--- src/rtl/nrt_pkg.sv ---
package nrt_pkg;
   localparam int NRT_SW = 16;
   typedef logic signed [NRT_SW-1:0] sns_t;

   typedef enum logic [3:0] {
      S_IDLE, S_DS, S_DH, S_AS, S_PATH, S_SIMPLE,
      S_EYE, S_IDEAL0, S_CENTER, S_FACT, S_REFINE
   } nrt_state_e;
endpackage

--- src/rtl/nrt_div.sv ---
module nrt_div #(
   parameter int NUM_W = 21,
   parameter int DEN_W = 8
) (
   input  logic             clk,
   input  logic             rst_n,
   input  logic             start,
   input  logic [NUM_W-1:0] num,
   input  logic [DEN_W-1:0] den,
   output logic [NUM_W-1:0] quo,
   output logic             vld
);
   localparam int CNT_W = $clog2(NUM_W + 1);

   logic [DEN_W-1:0] rem, den_l;
   logic [CNT_W-1:0] cnt;
   logic             run;
   logic [DEN_W:0]   shifted;
   logic             ge;

   always_comb begin
      shifted = {rem, quo[NUM_W-1]};
      ge      = shifted >= {1'b0, den_l};
   end

   always_ff @(posedge clk or negedge rst_n) begin
      if (!rst_n) begin
         rem   <= '0;
         den_l <= '0;
         quo   <= '0;
         cnt   <= '0;
         run   <= 1'b0;
         vld   <= 1'b0;
      end else begin
         vld <= 1'b0;
         if (start && !run) begin
            quo   <= num;
            den_l <= den;
            rem   <= '0;
            cnt   <= CNT_W'(NUM_W);
            run   <= 1'b1;
         end else if (run) begin
            rem <= ge ? (shifted[DEN_W-1:0] - den_l) : shifted[DEN_W-1:0];
            quo <= {quo[NUM_W-2:0], ge};
            cnt <= cnt - 1'b1;
            if (cnt == CNT_W'(1)) begin
               run <= 1'b0;
               vld <= 1'b1;
            end
         end
      end
   end
endmodule

--- src/rtl/nrt_window.sv ---
module nrt_window
   import nrt_pkg::*;
#(
   parameter int PW        = 8,
   parameter int MAXF      = 15,
   parameter int DLL_LIMIT = 32,
   parameter int DLY_CAP   = 16
) (
   input  logic [PW-1:0] per,
   output logic          half,
   output logic [2:0]    shift,
   output sns_t          maxd
);
   logic [NRT_SW-1:0] prod, scaled;

   always_comb begin
      half   = per > PW'(DLL_LIMIT / 2);
      shift  = half ? 3'd4 : 3'd3;
      prod   = NRT_SW'(MAXF) * NRT_SW'(per);
      scaled = prod >> shift;
      if (per > PW'(DLL_LIMIT))
         maxd = '0;
      else if (scaled > NRT_SW'(DLY_CAP))
         maxd = sns_t'(DLY_CAP);
      else
         maxd = sns_t'(scaled);
   end
endmodule

--- src/rtl/nrt_quant.sv ---
module nrt_quant
   import nrt_pkg::*;
#(
   parameter int PW  = 8,
   parameter int F_W = 4
) (
   input  logic [F_W-1:0] factor,
   input  logic [PW-1:0]  per,
   input  logic [2:0]     shift,
   output sns_t           qdly
);
   logic [NRT_SW-1:0] prod;

   always_comb begin
      prod = NRT_SW'(factor) * NRT_SW'(per);
      qdly = sns_t'(prod >> shift);
   end
endmodule

--- src/rtl/nrt_calc.sv ---
module nrt_calc
   import nrt_pkg::*;
#(
   parameter int PW          = 8,
   parameter int TW          = 8,
   parameter int CW          = 4,
   parameter int DS_W        = 8,
   parameter int DS_MAX      = 255,
   parameter int MAXF        = 15,
   parameter int LOOP_CAP    = 512,
   parameter int MARGIN_TWO  = 5,
   parameter int MARGIN_MANY = 10,
   parameter int DLL_LIMIT   = 32,
   parameter int DLY_CAP     = 16,
   localparam int F_W        = $clog2(MAXF + 1)
) (
   input  logic                 clk,
   input  logic                 rst_n,
   input  logic                 start,
   input  logic [PW-1:0]        period_ns,
   input  logic [TW-1:0]        tgt_setup_ns,
   input  logic [TW-1:0]        tgt_hold_ns,
   input  logic [TW-1:0]        tgt_addr_ns,
   input  logic [CW-1:0]        chip_count,
   input  logic signed [TW-1:0] dev_access_ns,
   input  logic signed [TW-1:0] dev_low_hold_ns,
   input  logic signed [TW-1:0] dev_high_hold_ns,
   input  logic [TW-1:0]        prop_min_ns,
   input  logic [TW-1:0]        prop_max_ns,
   input  logic [TW-1:0]        sample_req_ns,
   output logic                 busy,
   output logic                 done,
   output logic [DS_W-1:0]      setup_cyc,
   output logic [DS_W-1:0]      hold_cyc,
   output logic [DS_W-1:0]      addr_cyc,
   output logic                 half_period,
   output logic [F_W-1:0]       sample_factor,
   output logic                 saturated
);
   localparam int NUM_W = NRT_SW + 5;
   localparam int IT_W  = $clog2(LOOP_CAP + 1);
   localparam logic [NUM_W-1:0] DSMAX_N = NUM_W'(DS_MAX);
   localparam logic [NUM_W-1:0] ALL_N   = NUM_W'((1 << DS_W) - 1);
   localparam logic [NUM_W-1:0] MAXF_N  = NUM_W'(MAXF);
   localparam logic [DS_W-1:0]  DSMAX_D = DS_W'(DS_MAX);
   localparam logic [IT_W-1:0]  CAP_I   = IT_W'(LOOP_CAP);

   if (DS_MAX < 1 || DS_MAX > (1 << DS_W) - 1) begin : g_bad_dsmax
      $error("nrt_calc: DS_MAX outside the setup counter range");
   end
   if (NRT_SW < 2 * PW || TW >= NRT_SW) begin : g_bad_width
      $error("nrt_calc: signed working width too narrow for inputs");
   end
   if (LOOP_CAP < 1) begin : g_bad_cap
      $error("nrt_calc: LOOP_CAP must be positive");
   end

   nrt_state_e st;
   logic [PW-1:0] per_l;
   sns_t tds_l, tdh_l, tas_l, rea_l, rloh_l, rhoh_l, pmin_l, pmax_l, sreq_l;
   sns_t ideal, eye, setup_ns, margin_s;
   logic [IT_W-1:0] iter;
   logic div_issued, simple_l;

   // shared divider
   logic             div_start, div_vld;
   logic [NUM_W-1:0] div_num, div_q;
   nrt_div #(.NUM_W(NUM_W), .DEN_W(PW)) u_div (
      .clk(clk), .rst_n(rst_n), .start(div_start), .num(div_num),
      .den(per_l), .quo(div_q), .vld(div_vld));

   logic       win_half;
   logic [2:0] win_shift;
   sns_t       maxd;
   nrt_window #(.PW(PW), .MAXF(MAXF), .DLL_LIMIT(DLL_LIMIT), .DLY_CAP(DLY_CAP)) u_win (
      .per(per_l), .half(win_half), .shift(win_shift), .maxd(maxd));

   sns_t qdly;
   nrt_quant #(.PW(PW), .F_W(F_W)) u_quant (
      .factor(sample_factor), .per(per_l), .shift(win_shift), .qdly(qdly));

   sns_t per_s, half_per_s, ds_s, err, diff, ideal_dec, ideal_ref, ideal_sim, eye_ctr;
   logic any_unknown, need_more, ref_cond;

   always_comb begin
      margin_s = '0;
      if (chip_count > CW'(2))       margin_s = sns_t'(MARGIN_MANY);
      else if (chip_count == CW'(2)) margin_s = sns_t'(MARGIN_TWO);
      per_s       = sns_t'(per_l);
      half_per_s  = per_s >>> 1;
      ds_s        = sns_t'(setup_cyc);
      any_unknown = (rea_l < 0) || (rloh_l < 0) || (rhoh_l < 0);
      need_more   = setup_cyc < DSMAX_D;
      diff        = qdly - ideal;
      err         = (diff < 0) ? -diff : diff;
      ref_cond    = (err > (eye >>> 1)) && need_more;
      ideal_sim   = ideal - per_s;
      ideal_dec   = ideal - half_per_s;
      ideal_ref   = ideal - half_per_s - per_s;
      eye_ctr     = (pmax_l + rea_l + pmin_l + rhoh_l - setup_ns) >>> 1;
      div_num     = '0;
      case (st)
         S_DS:    div_num = NUM_W'($unsigned(tds_l)) + NUM_W'(per_l) - 1'b1;
         S_DH:    div_num = NUM_W'($unsigned(tdh_l)) + NUM_W'(per_l) - 1'b1;
         S_AS:    div_num = NUM_W'($unsigned(tas_l)) + NUM_W'(per_l) - 1'b1;
         S_FACT:  div_num = (NUM_W'($unsigned(ideal)) << win_shift) + NUM_W'(per_l) - 1'b1;
         default: div_num = '0;
      endcase
      div_start = (st == S_DS || st == S_DH || st == S_AS || st == S_FACT) && !div_issued;
      busy      = st != S_IDLE;
   end

   always_ff @(posedge clk or negedge rst_n) begin
      if (!rst_n) begin
         st <= S_IDLE;
         {per_l, tds_l, tdh_l, tas_l, rea_l, rloh_l, rhoh_l} <= '0;
         {pmin_l, pmax_l, sreq_l, ideal, eye, setup_ns} <= '0;
         {iter, div_issued, simple_l, done, saturated} <= '0;
         {setup_cyc, hold_cyc, addr_cyc, half_period, sample_factor} <= '0;
      end else begin
         if (div_start) div_issued <= 1'b1;
         case (st)
            S_IDLE: if (start) begin
               per_l  <= period_ns;
               tds_l  <= sns_t'(tgt_setup_ns) + margin_s;
               tdh_l  <= sns_t'(tgt_hold_ns) + margin_s;
               tas_l  <= sns_t'(tgt_addr_ns) + margin_s;
               rea_l  <= sns_t'(dev_access_ns);
               rloh_l <= sns_t'(dev_low_hold_ns);
               rhoh_l <= sns_t'(dev_high_hold_ns);
               pmin_l <= sns_t'(prop_min_ns);
               pmax_l <= sns_t'(prop_max_ns);
               sreq_l <= sns_t'(sample_req_ns);
               {done, saturated, half_period} <= '0;
               {setup_cyc, hold_cyc, addr_cyc, sample_factor, iter} <= '0;
               st <= S_DS;
            end
            S_DS: if (div_vld) begin
               div_issued <= 1'b0;
               setup_cyc  <= (div_q == '0) ? DS_W'(1) : (div_q > DSMAX_N ? DSMAX_D : DS_W'(div_q));
               st <= S_DH;
            end
            S_DH: if (div_vld) begin
               div_issued <= 1'b0;
               hold_cyc   <= (div_q == '0) ? DS_W'(1) : (div_q > ALL_N ? DS_W'(ALL_N) : DS_W'(div_q));
               st <= S_AS;
            end
            S_AS: if (div_vld) begin
               div_issued <= 1'b0;
               addr_cyc   <= (div_q > ALL_N) ? DS_W'(ALL_N) : DS_W'(div_q);
               st <= S_PATH;
            end
            S_PATH: begin
               half_period <= win_half;
               setup_ns    <= per_s * ds_s;
               simple_l    <= any_unknown;
               iter        <= '0;
               ideal       <= sreq_l;
               eye         <= pmin_l + rhoh_l + per_s * ds_s - pmax_l - rea_l;
               st          <= any_unknown ? S_SIMPLE : S_EYE;
            end
            S_SIMPLE: begin
               if (!(ideal > maxd && need_more)) st <= S_FACT;
               else if (iter == CAP_I) begin
                  saturated <= 1'b1; done <= 1'b1; st <= S_IDLE;
               end else begin
                  setup_cyc <= setup_cyc + 1'b1;
                  ideal     <= (ideal_sim < 0) ? '0 : ideal_sim;
                  iter      <= iter + 1'b1;
               end
            end
            S_EYE: begin
               if (!(eye <= 0 && need_more)) st <= S_IDEAL0;
               else if (iter == CAP_I) begin
                  saturated <= 1'b1; done <= 1'b1; st <= S_IDLE;
               end else begin
                  setup_cyc <= setup_cyc + 1'b1;
                  setup_ns  <= setup_ns + per_s;
                  eye       <= eye + per_s;
                  iter      <= iter + 1'b1;
               end
            end
            S_IDEAL0: begin
               ideal <= (eye_ctr < 0) ? '0 : eye_ctr;
               iter  <= '0;
               st    <= S_CENTER;
            end
            S_CENTER: begin
               if (!(ideal > maxd && need_more)) begin
                  iter <= '0; st <= S_FACT;
               end else if (iter == CAP_I) begin
                  saturated <= 1'b1; done <= 1'b1; st <= S_IDLE;
               end else begin
                  setup_cyc <= setup_cyc + 1'b1;
                  setup_ns  <= setup_ns + per_s;
                  eye       <= eye + per_s;
                  ideal     <= (ideal_dec < 0) ? '0 : ideal_dec;
                  iter      <= iter + 1'b1;
               end
            end
            S_FACT: if (div_vld) begin
               div_issued    <= 1'b0;
               sample_factor <= (div_q > MAXF_N) ? F_W'(MAXF) : F_W'(div_q);
               if (simple_l) begin
                  done <= 1'b1; st <= S_IDLE;
               end else st <= S_REFINE;
            end
            S_REFINE: begin
               if (!ref_cond) begin
                  done <= 1'b1; st <= S_IDLE;
               end else if (iter == CAP_I) begin
                  saturated <= 1'b1; done <= 1'b1; st <= S_IDLE;
               end else begin
                  iter <= iter + 1'b1;
                  if (qdly > ideal) begin
                     if (sample_factor != '0) sample_factor <= sample_factor - 1'b1;
                  end else begin
                     setup_cyc <= setup_cyc + 1'b1;
                     setup_ns  <= setup_ns + per_s;
                     eye       <= eye + per_s;
                     ideal     <= (ideal_ref < 0) ? '0 : ideal_ref;
                     st        <= S_FACT;
                  end
               end
            end
            default: st <= S_IDLE;
         endcase
      end
   end
endmodule

--- config.mk ---
export PLATFORM = sky130hd
export DESIGN_NAME = nrt_calc
export DESIGN_NICKNAME = d
export VERILOG_FILES = /design/src/rtl/nrt_pkg.sv /design/src/rtl/nrt_div.sv /design/src/rtl/nrt_window.sv /design/src/rtl/nrt_quant.sv /design/src/rtl/nrt_calc.sv
export SDC_FILE = /design/constraint.sdc
export NUM_CORES = 1
export LEC_CHECK = 0
export ABC_AREA = 0
export CORE_UTILIZATION = 40
export CTS_CLUSTER_SIZE = 10
export DETAILED_ROUTE_END_ITERATION = 12
export DONT_BUFFER_PORTS = 1
export HOLD_SLACK_MARGIN = 0.15
export PLACE_DENSITY_LB_ADDON = 0.08
export SKIP_LAST_GASP = 1
export SYNTH_ARGS = -nofsm -noshare
export SYNTH_HDL_FRONTEND = slang
export SYNTH_SLANG_ARGS = --single-unit
--- constraint.sdc ---
create_clock -name clk -period 10.8 [get_ports clk]
set_input_delay 1.08 -clock clk [delete_from_list [all_inputs] [get_ports clk]]
set_output_delay 1.08 -clock clk [all_outputs]
set_load 0.01 [all_outputs]
==> metrics.md, run 1 <==
| Metric | Value |
|---|---|
| Initial DRC count | `1256` |
| DRT antenna net count | `0` |
| Slowest-stage cell, CP | `dfrtp_1` |
| Mean post-synth cell area | `just over 8 um^2` |
| Post-synth top cells | `363 x inv_1, 333 x nand2_1, 320 x ha_1, 237 x o21ai_0, 229 x nor2_1` |
| First-pass iteration count of the detailed router | `5` |
| Least-Margin Pin Slew | `approximately 1.3 ns` |
| Met2 wire length | `approximately 38 mm` |
| Initial antenna violation count | `1` |
| Final slew viol count | `0` |
| Final std cells w/o fill | `approximately 3800` |
| TNS Setup | `0 ns` |
| DR WL met3 | `roughly 2.7 mm` |
| Initial Util | `40.6%` |
| Req. time, crit path | `approximately 11 ns` |
| Ant. Diodes | `0` |
| Final hold vios | `0` |
| Tcrit/Tclk final | `87.8%` |
| Clock transition at path regs | `0.07 ns` |
| PwrDens | `91.0 nW/um^2` |
| Gr usage total | `roughly a quarter` |
| CTS tree | `done` |
| Uppermost layer routed | `met4` |
| Worst VDD drop | `approximately 0.00012 V` |
| Insertion delay to the later sink of the worst-skew pair | `between 0.5 and 0.6 ns` |
| Die ar. | `roughly 62000 um^2` |
| DRC errors left | `0` |
| Largest net degree at the start of global routing | `between 200 and 250` |
| NumNets Final | `around 3500` |
| Clock power frac | `a little over two fifths` |
| Via/cell ratio | `5.64` |
| Register area share after synthesis | `between 20% and 30%` |
| Yosys top cell area share | `a little over a fifth` |
| Rel. slew slack | `around a tenth` |
| Top-count cell post-synth | `inv_1` |
| Hold slack final | `0.193 ns` |
| H-Tree Level Count | `1` |
| Logic pwr share | `23.8%` |
| Netlist Area Pre-Place | `~25000 um^2` |
| Total gr overflow | `0` |
| MaxCap Viol Count | `0` |
| # clock sinks | `about 210` |
| CP most frequent cell | `o21ai_0` |
| Leak pwr | `12.3 nW` |
| Routability Congestion | `between 0.9 and 1` |
| IO Pins | `119` |
| Routed WL | `77.9 mm` |
| Die W | `about 250 um` |
| Crit start category | `flop` |
| Slowest stage delay, CP | `0.72 ns` |
| Final Setup Violations | `0` |
| Vias in the first global route | `around 21000` |
| NetSw | `roughly 0.00075 W` |
| Cells after Synth | `about 3000` |
| Critical path capture point type | `flop` |
| # rows | `90` |
| Crit-path max FO | `12` |
| Post-synth cell types | `~100` |
| Yosys top cell by area | `dfrtp_1` |
| Yosys reg bits | `214` |
| # resized after CTS | `0` |
| Die Y | `about 250 um` |
| Clk buf depth | `3` |
| Share of layout cells above drive strength 1 | `under 10%` |
| WL/cell | `20.6 um` |
| IO Port Bufs | `0` |
| Reg power frac | `between 30% and 40%` |
| Ranking of synthesized cells by area | `dfrtp_1 22%, ha_1 16%, fa_1 11%` |
| Arr. time, crit path | `9.96 ns` |
| Worst Path Buf+Inv | `1` |
| Post-CTS Setup Repair Bufs | `0` |
| Number of buffers created by CTS | `30` |
| Crit Path Category | `reg2reg` |
| HP Class | `in2async` |
| Routed metal-1 wire length | `35.3 mm` |
| Area grow syn2layout | `7.88%` |
| Cell family with most CP delay | `compound AO/OA/AOI/OAI gates` |
| Yosys warns | `0` |
| Internal | `between 0.0015 and 0.002 W` |
| Sw Ratio | `a little over 30%` |
| Via count | `21300` |
| Core box area | `roughly 60000 um^2` |
| Min Tclk post-route | `9.48 ns` |
| Inst Count DP | `~3700` |
| Clock Skews | `roughly 0.013 ns` |
| DP HPWL | `slightly above 60 mm` |
| First-pass GRT wire length | `approximately 120 mm` |
| Outcome | `complete, no violations` |
| Ys flop type | `dfrtp_1` |
| # hold bufs at CTS | `0` |
| Root buf cell | `clkbuf_16` |
| EDFF count, synth | `0` |
| Fmax | `105 MHz` |
| Fraction of registers with async set/reset | `between 90% and 100%` |
| RSZ-0062 raised after global routing | `false` |
[final timing paths]
kind | start | cells after the start | endpoint | slack [ns]
max | sample_factor[3] | 34 | iter[9] | 1.32
min | rst_n | 0 | u_div.den_l[6] | 0.19
max reg2reg | sample_factor[3] | 34 | iter[9] | 1.32
min reg2reg | tds_l[7] | 2 | tds_l[7] | 0.48
max in group asynchronous | rst_n | 0 | setup_ns[15] | 10.20
min in group clk | tds_l[7] | 2 | tds_l[7] | 0.48
[per-layer routing]
layer / GRT usage [%] / up-vias
met5: 0 / -
met2: 43.5 / 410
li1: - / 10300
met3: 2.15 / 97
met4: 6.81 / 0
met1: 33.5 / 10500
[state kept, by name, indices dropped and copies added, names as in the netlist, 8 cells and up]
| name | flops |
|---|---|
| addr_cyc | 8 |
| eye | 16 |
| hold_cyc | 8 |
| ideal | 15 |
| iter | 10 |
| per_l | 8 |
| pmax_l | 8 |
| pmin_l | 8 |
| rea_l | 8 |
| rhoh_l | 8 |
| setup_cyc | 8 |
| setup_ns | 16 |
| sreq_l | 8 |
| tas_l | 9 |
| tdh_l | 9 |
| tds_l | 9 |
| u_div.den_l | 8 |
| u_div.quo | 21 |
| u_div.rem | 8 |
[cell usage in the layout, fill, tap and decap left out, types with 50 or more instances in the layout]
cell type	instances
xor2_1	50
ha_1	320
nand2_1	332
xnor2_1	107
a21oi_1	171
dfrtp_1	214
nor2_1	229
inv_1	363
nor3_1	73
fa_1	131
o21ai_0	236
[power groups by stage]
stage / combinational, W / sequential [W] / clock, W
after detailed placement: 0.000568 / 0.000820 / 0
after global routing: 0.000655 / 0.000806 / 0.00108
after global placement: 0.000562 / 0.000820 / 0
after CTS: 0.000575 / 0.000806 / 0.00106
final: 0.000574 / 0.000806 / 0.00103
after floorplan: 0.000445 / 0.000819 / 0
[through the flow]
| step | total power, W | setup WS [ns] | util [%] | cell area (um^2) |
|---|---|---|---|---|
| CTS | 0.00244 | 1.35 | 43.7 | 26500 |
| global route | 0.00254 | 0.513 | 43.7 | 26500 |
| detailed placement | 0.00139 | 1.40 | 42.1 | 25500 |
| global placement | 0.00138 | 1.53 | 42.1 | 25500 |
| floorplan | 0.00126 | 2.85 | - | 24600 |
| finish | 0.00241 | 1.32 | 43.7 | 26500 |
[kinds of logic (layout without fill, tap and decap cells)]
logic type / Yosys count / in the layout / share of synthesized area, %
AO/OA/AOI/OAI: 803 / 803 / 20.9
XOR/XNOR: 158 / 158 / 5.70
adder cells (fa/ha/maj): 451 / 451 / 27.0
buffers and inverters: 458 / 451 / 7.12
flip-flops: 214 / 214 / 21.8
multiplexers: 16 / 16 / 0.674
other: 2 / 12 / 0.0306
AND/OR/NAND/NOR: 890 / 890 / 16.8
[final cells by class]
class                      count  area [um^2]
fill                        6082        34000
sequential                   214         5360
tap                          782          978
clock inverter                10          135
inverter                     366         1370
clock buffer                  41          863
timing repair buffer          34          255
multi-input combinational   2330        17500
No activity file was read; power rests on OpenSTA's default activity.
==> inputs of run 2 (changes only) <==
==> constraint.sdc (replaced) <==
create_clock -name clk -period 9 [get_ports clk]
set_input_delay 0.9 -clock clk [delete_from_list [all_inputs] [get_ports clk]]
set_output_delay 0.9 -clock clk [all_outputs]
set_load 0.01 [all_outputs]
==> run 2 against run 1 <==
Critical endpoint is now setup_ns[15]. Total power up 25%. Core utilization up 0.36 points. Via count up 0.23%. Sequential power up 20%. Flip-flop and latch count unchanged. Clock-buffer cell count up 4. Final cell count up 0.32%.
==> metrics.md, run 2 (synthesis results as in run 1) <==
| Metric | Value |
|---|---|
| HP Class | `in2async` |
| Commonest non-fill, non-tap cells in the layout | `363 x inv_1, 332 x nand2_1, 320 x ha_1, 235 x o21ai_0, 229 x nor2_1` |
| Worst VDD drop | `0.000147 V (+28%)` |
| Rel. slew slack | `15.3% (+5.6 points)` |
| TNS Setup | `0 ns (unchanged)` |
| Initial antenna violation count | `1 (unchanged)` |
| Tot Pwr | `0.00301 W (+25%)` |
| Routed WL | `78.7 mm (+1.0%)` |
| Final std cells w/o fill | `3789 (+0.32%)` |
| Top flop regs | `u_div.quo (21), eye (16), setup_ns (16)` |
| IO Port Bufs | `0 (unchanged)` |
| Routability Congestion | `0.899 (-2.7%)` |
| IO Pins | `119 (unchanged)` |
| Crit-path max FO | `31 (+19)` |
| Insertion delay to the later sink of the worst-skew pair | `0.61 ns (+0.02 ns)` |
| DRT antenna net count | `0 (unchanged)` |
| First-pass iteration count of the detailed router | `7 (+2)` |
| Final slew viol count | `0 (unchanged)` |
| Fmax | `119 MHz (+13%)` |
| First-pass GRT wire length | `123 mm (-0.25%)` |
| Arr. time, crit path | `8.91 ns (-1.05 ns)` |
| CTS tree | `done` |
| Post-CTS Setup Repair Bufs | `0 (unchanged)` |
| Total gr overflow | `0 (unchanged)` |
| Leak pwr | `12.4 nW (+0.89%)` |
| NumNets Final | `3522 (+0.23%)` |
| Die W | `250 um (unchanged)` |
| # clock sinks | `214 (unchanged)` |
| Largest Register | `u_div.quo` |
| Initial Util | `40.6% (unchanged)` |
| RSZ-0062 raised after global routing | `false` |
| WL/cell | `20.8 um (+0.72%)` |
| Die ar. | `62300 um^2 (unchanged)` |
| Layout Utilization | `44.1% (+0.36 points)` |
| Logic pwr share | `24.1% (+0.3 points)` |
| Least-Margin Pin Slew | `1.25 ns (-0.0822 ns)` |
| Final hold vios | `0 (unchanged)` |
| Largest net degree at the start of global routing | `215 (unchanged)` |
| Worst Path Buf+Inv | `3 (+2)` |
| Final Setup Violations | `0 (unchanged)` |
| Most common cell after layout, fill and taps aside | `inv_1` |
| Slowest stage delay, CP | `0.55 ns (-0.17 ns)` |
| Inst Count DP | `3733 (+0.19%)` |
| # rows | `90 (unchanged)` |
| Via count | `21300 (+0.23%)` |
| Reg power frac | `32.1% (-1.4 points)` |
| PwrDens | `113 nW/um^2 (+24%)` |
| Number of buffers created by CTS | `30 (unchanged)` |
| Root buf cell | `clkbuf_16` |
| Core box area | `60500 um^2 (unchanged)` |
| R2r setup slk | `0.60 ns (-0.72 ns)` |
| MaxCap Viol Count | `0 (unchanged)` |
| Cell family with most CP delay | `compound AO/OA/AOI/OAI gates` |
| Die Y | `250 um (unchanged)` |
| Critical path capture point type | `flop` |
| Clock power frac | `43.9% (+1.2 points)` |
| Req. time, crit path | `9.50 ns (-1.78 ns)` |
| H-Tree Level Count | `1 (unchanged)` |
| Min Tclk post-route | `8.40 ns (-1.08 ns)` |
| Outcome | `complete, no violations` |
| Max reg flops | `21 (unchanged)` |
| Ant. Diodes | `0 (unchanged)` |
| Sw Ratio | `30.9% (-0.25 points)` |
| Slowest-stage cell, CP | `fa_1` |
| NetSw | `0.000931 W (+24%)` |
| Crit Path Category | `reg2reg` |
| DRC errors left | `0 (unchanged)` |
| Crit start category | `flop` |
| CP most frequent cell | `ha_1` |
| Via/cell ratio | `5.63 (about the same)` |
| Initial DRC count | `1493 (+19%)` |
| Tcrit/Tclk final | `93.4% (+5.6 points)` |
| Internal | `0.00208 W (+25%)` |
| Clock Skews | `0.0197 ns (+0.00622 ns)` |
| Clk buf depth | `3 (unchanged)` |
| Gr usage total | `25.2% (+0.087 points)` |
| Area grow syn2layout | `8.77%` |
| DP HPWL | `61.7 mm (+0.53%)` |
| Vias in the first global route | `21000 (-1.4%)` |
| Clock transition at path regs | `0.07 ns (about the same)` |
| Share of layout cells above drive strength 1 | `4.72% (+0.38 points)` |
## run 2: cell types whose count changed in the layout (fill, tap and decap cells not counted), sizes merged
| cell | previous run | this run |
|---|---|---|
| buf | 34 | 42 |
| bufinv | 3 | 6 |
| clkbuf | 41 | 45 |
| clkinv | 9 | 6 |
## run 2: layout make-up
class | instances | area [um^2]
timing repair buffer | 42 | 360
clock buffer | 45 | 867
fill | 6056 | 33800
sequential | 214 | 5360
inverter | 366 | 1370
clock inverter | 10 | 214
multi-input combinational | 2330 | 17500
tap | 782 | 978
## run 2: worst paths after layout
| kind | end | from | depth (start not counted) |
|---|---|---|---|
| max reg2reg | setup_ns[15] | per_l[1] | 33 |
| max in group asynchronous | pmax_l[2] | rst_n | 1 |
| min | hold_cyc[1] | rst_n | 1 |
| min in group clk | pmin_l[4] | prop_min_ns[4] | 2 |
| max | setup_ns[15] | per_l[1] | 33 |
| min reg2reg | tdh_l[5] | tdh_l[5] | 2 |
## run 2: power groups by stage
stage | sequential (W) | clock, W | combinational (W)
2_1_floorplan | 0.000982 | 0 | 0.000534
3_3_place_gp | 0.000983 | 0 | 0.000672
3_5_place_dp | 0.000983 | 0 | 0.000684
4_1_cts | 0.000965 | 0.00135 | 0.000715
5_1_grt | 0.000965 | 0.00138 | 0.000820
6_report | 0.000966 | 0.00132 | 0.000724
## run 2: per-layer routing
metal / share of wire [%] / global-route usage (%) / vias to the layer above
li1: - / - / 10300
met1: 45 / 34.0 / 10400
met2: 47 / 42.4 / 498
met3: 4.1 / 2.58 / 103
met4: 3.3 / 7.88 / 0
met5: 0 / 0 / -
## run 2: metrics by stage
step	setup slack (ns)	hold WS, ns	cell area, um^2
2_1_floorplan	1.05	0.445	24600
3_5_place_dp	0.403	0.470	25500
5_1_grt	0.0514	0.406	26700
4_1_cts	0.353	0.390	26600
6_report	0.595	0.338	26700
3_3_place_gp	0.519	0.469	25500
## run 2: timing repair
action	CTS	global route
gates resized for setup	0	8
endpoints found under the hold margin	214	0
setup endpoints to repair	0	60
hold buffers	1	0
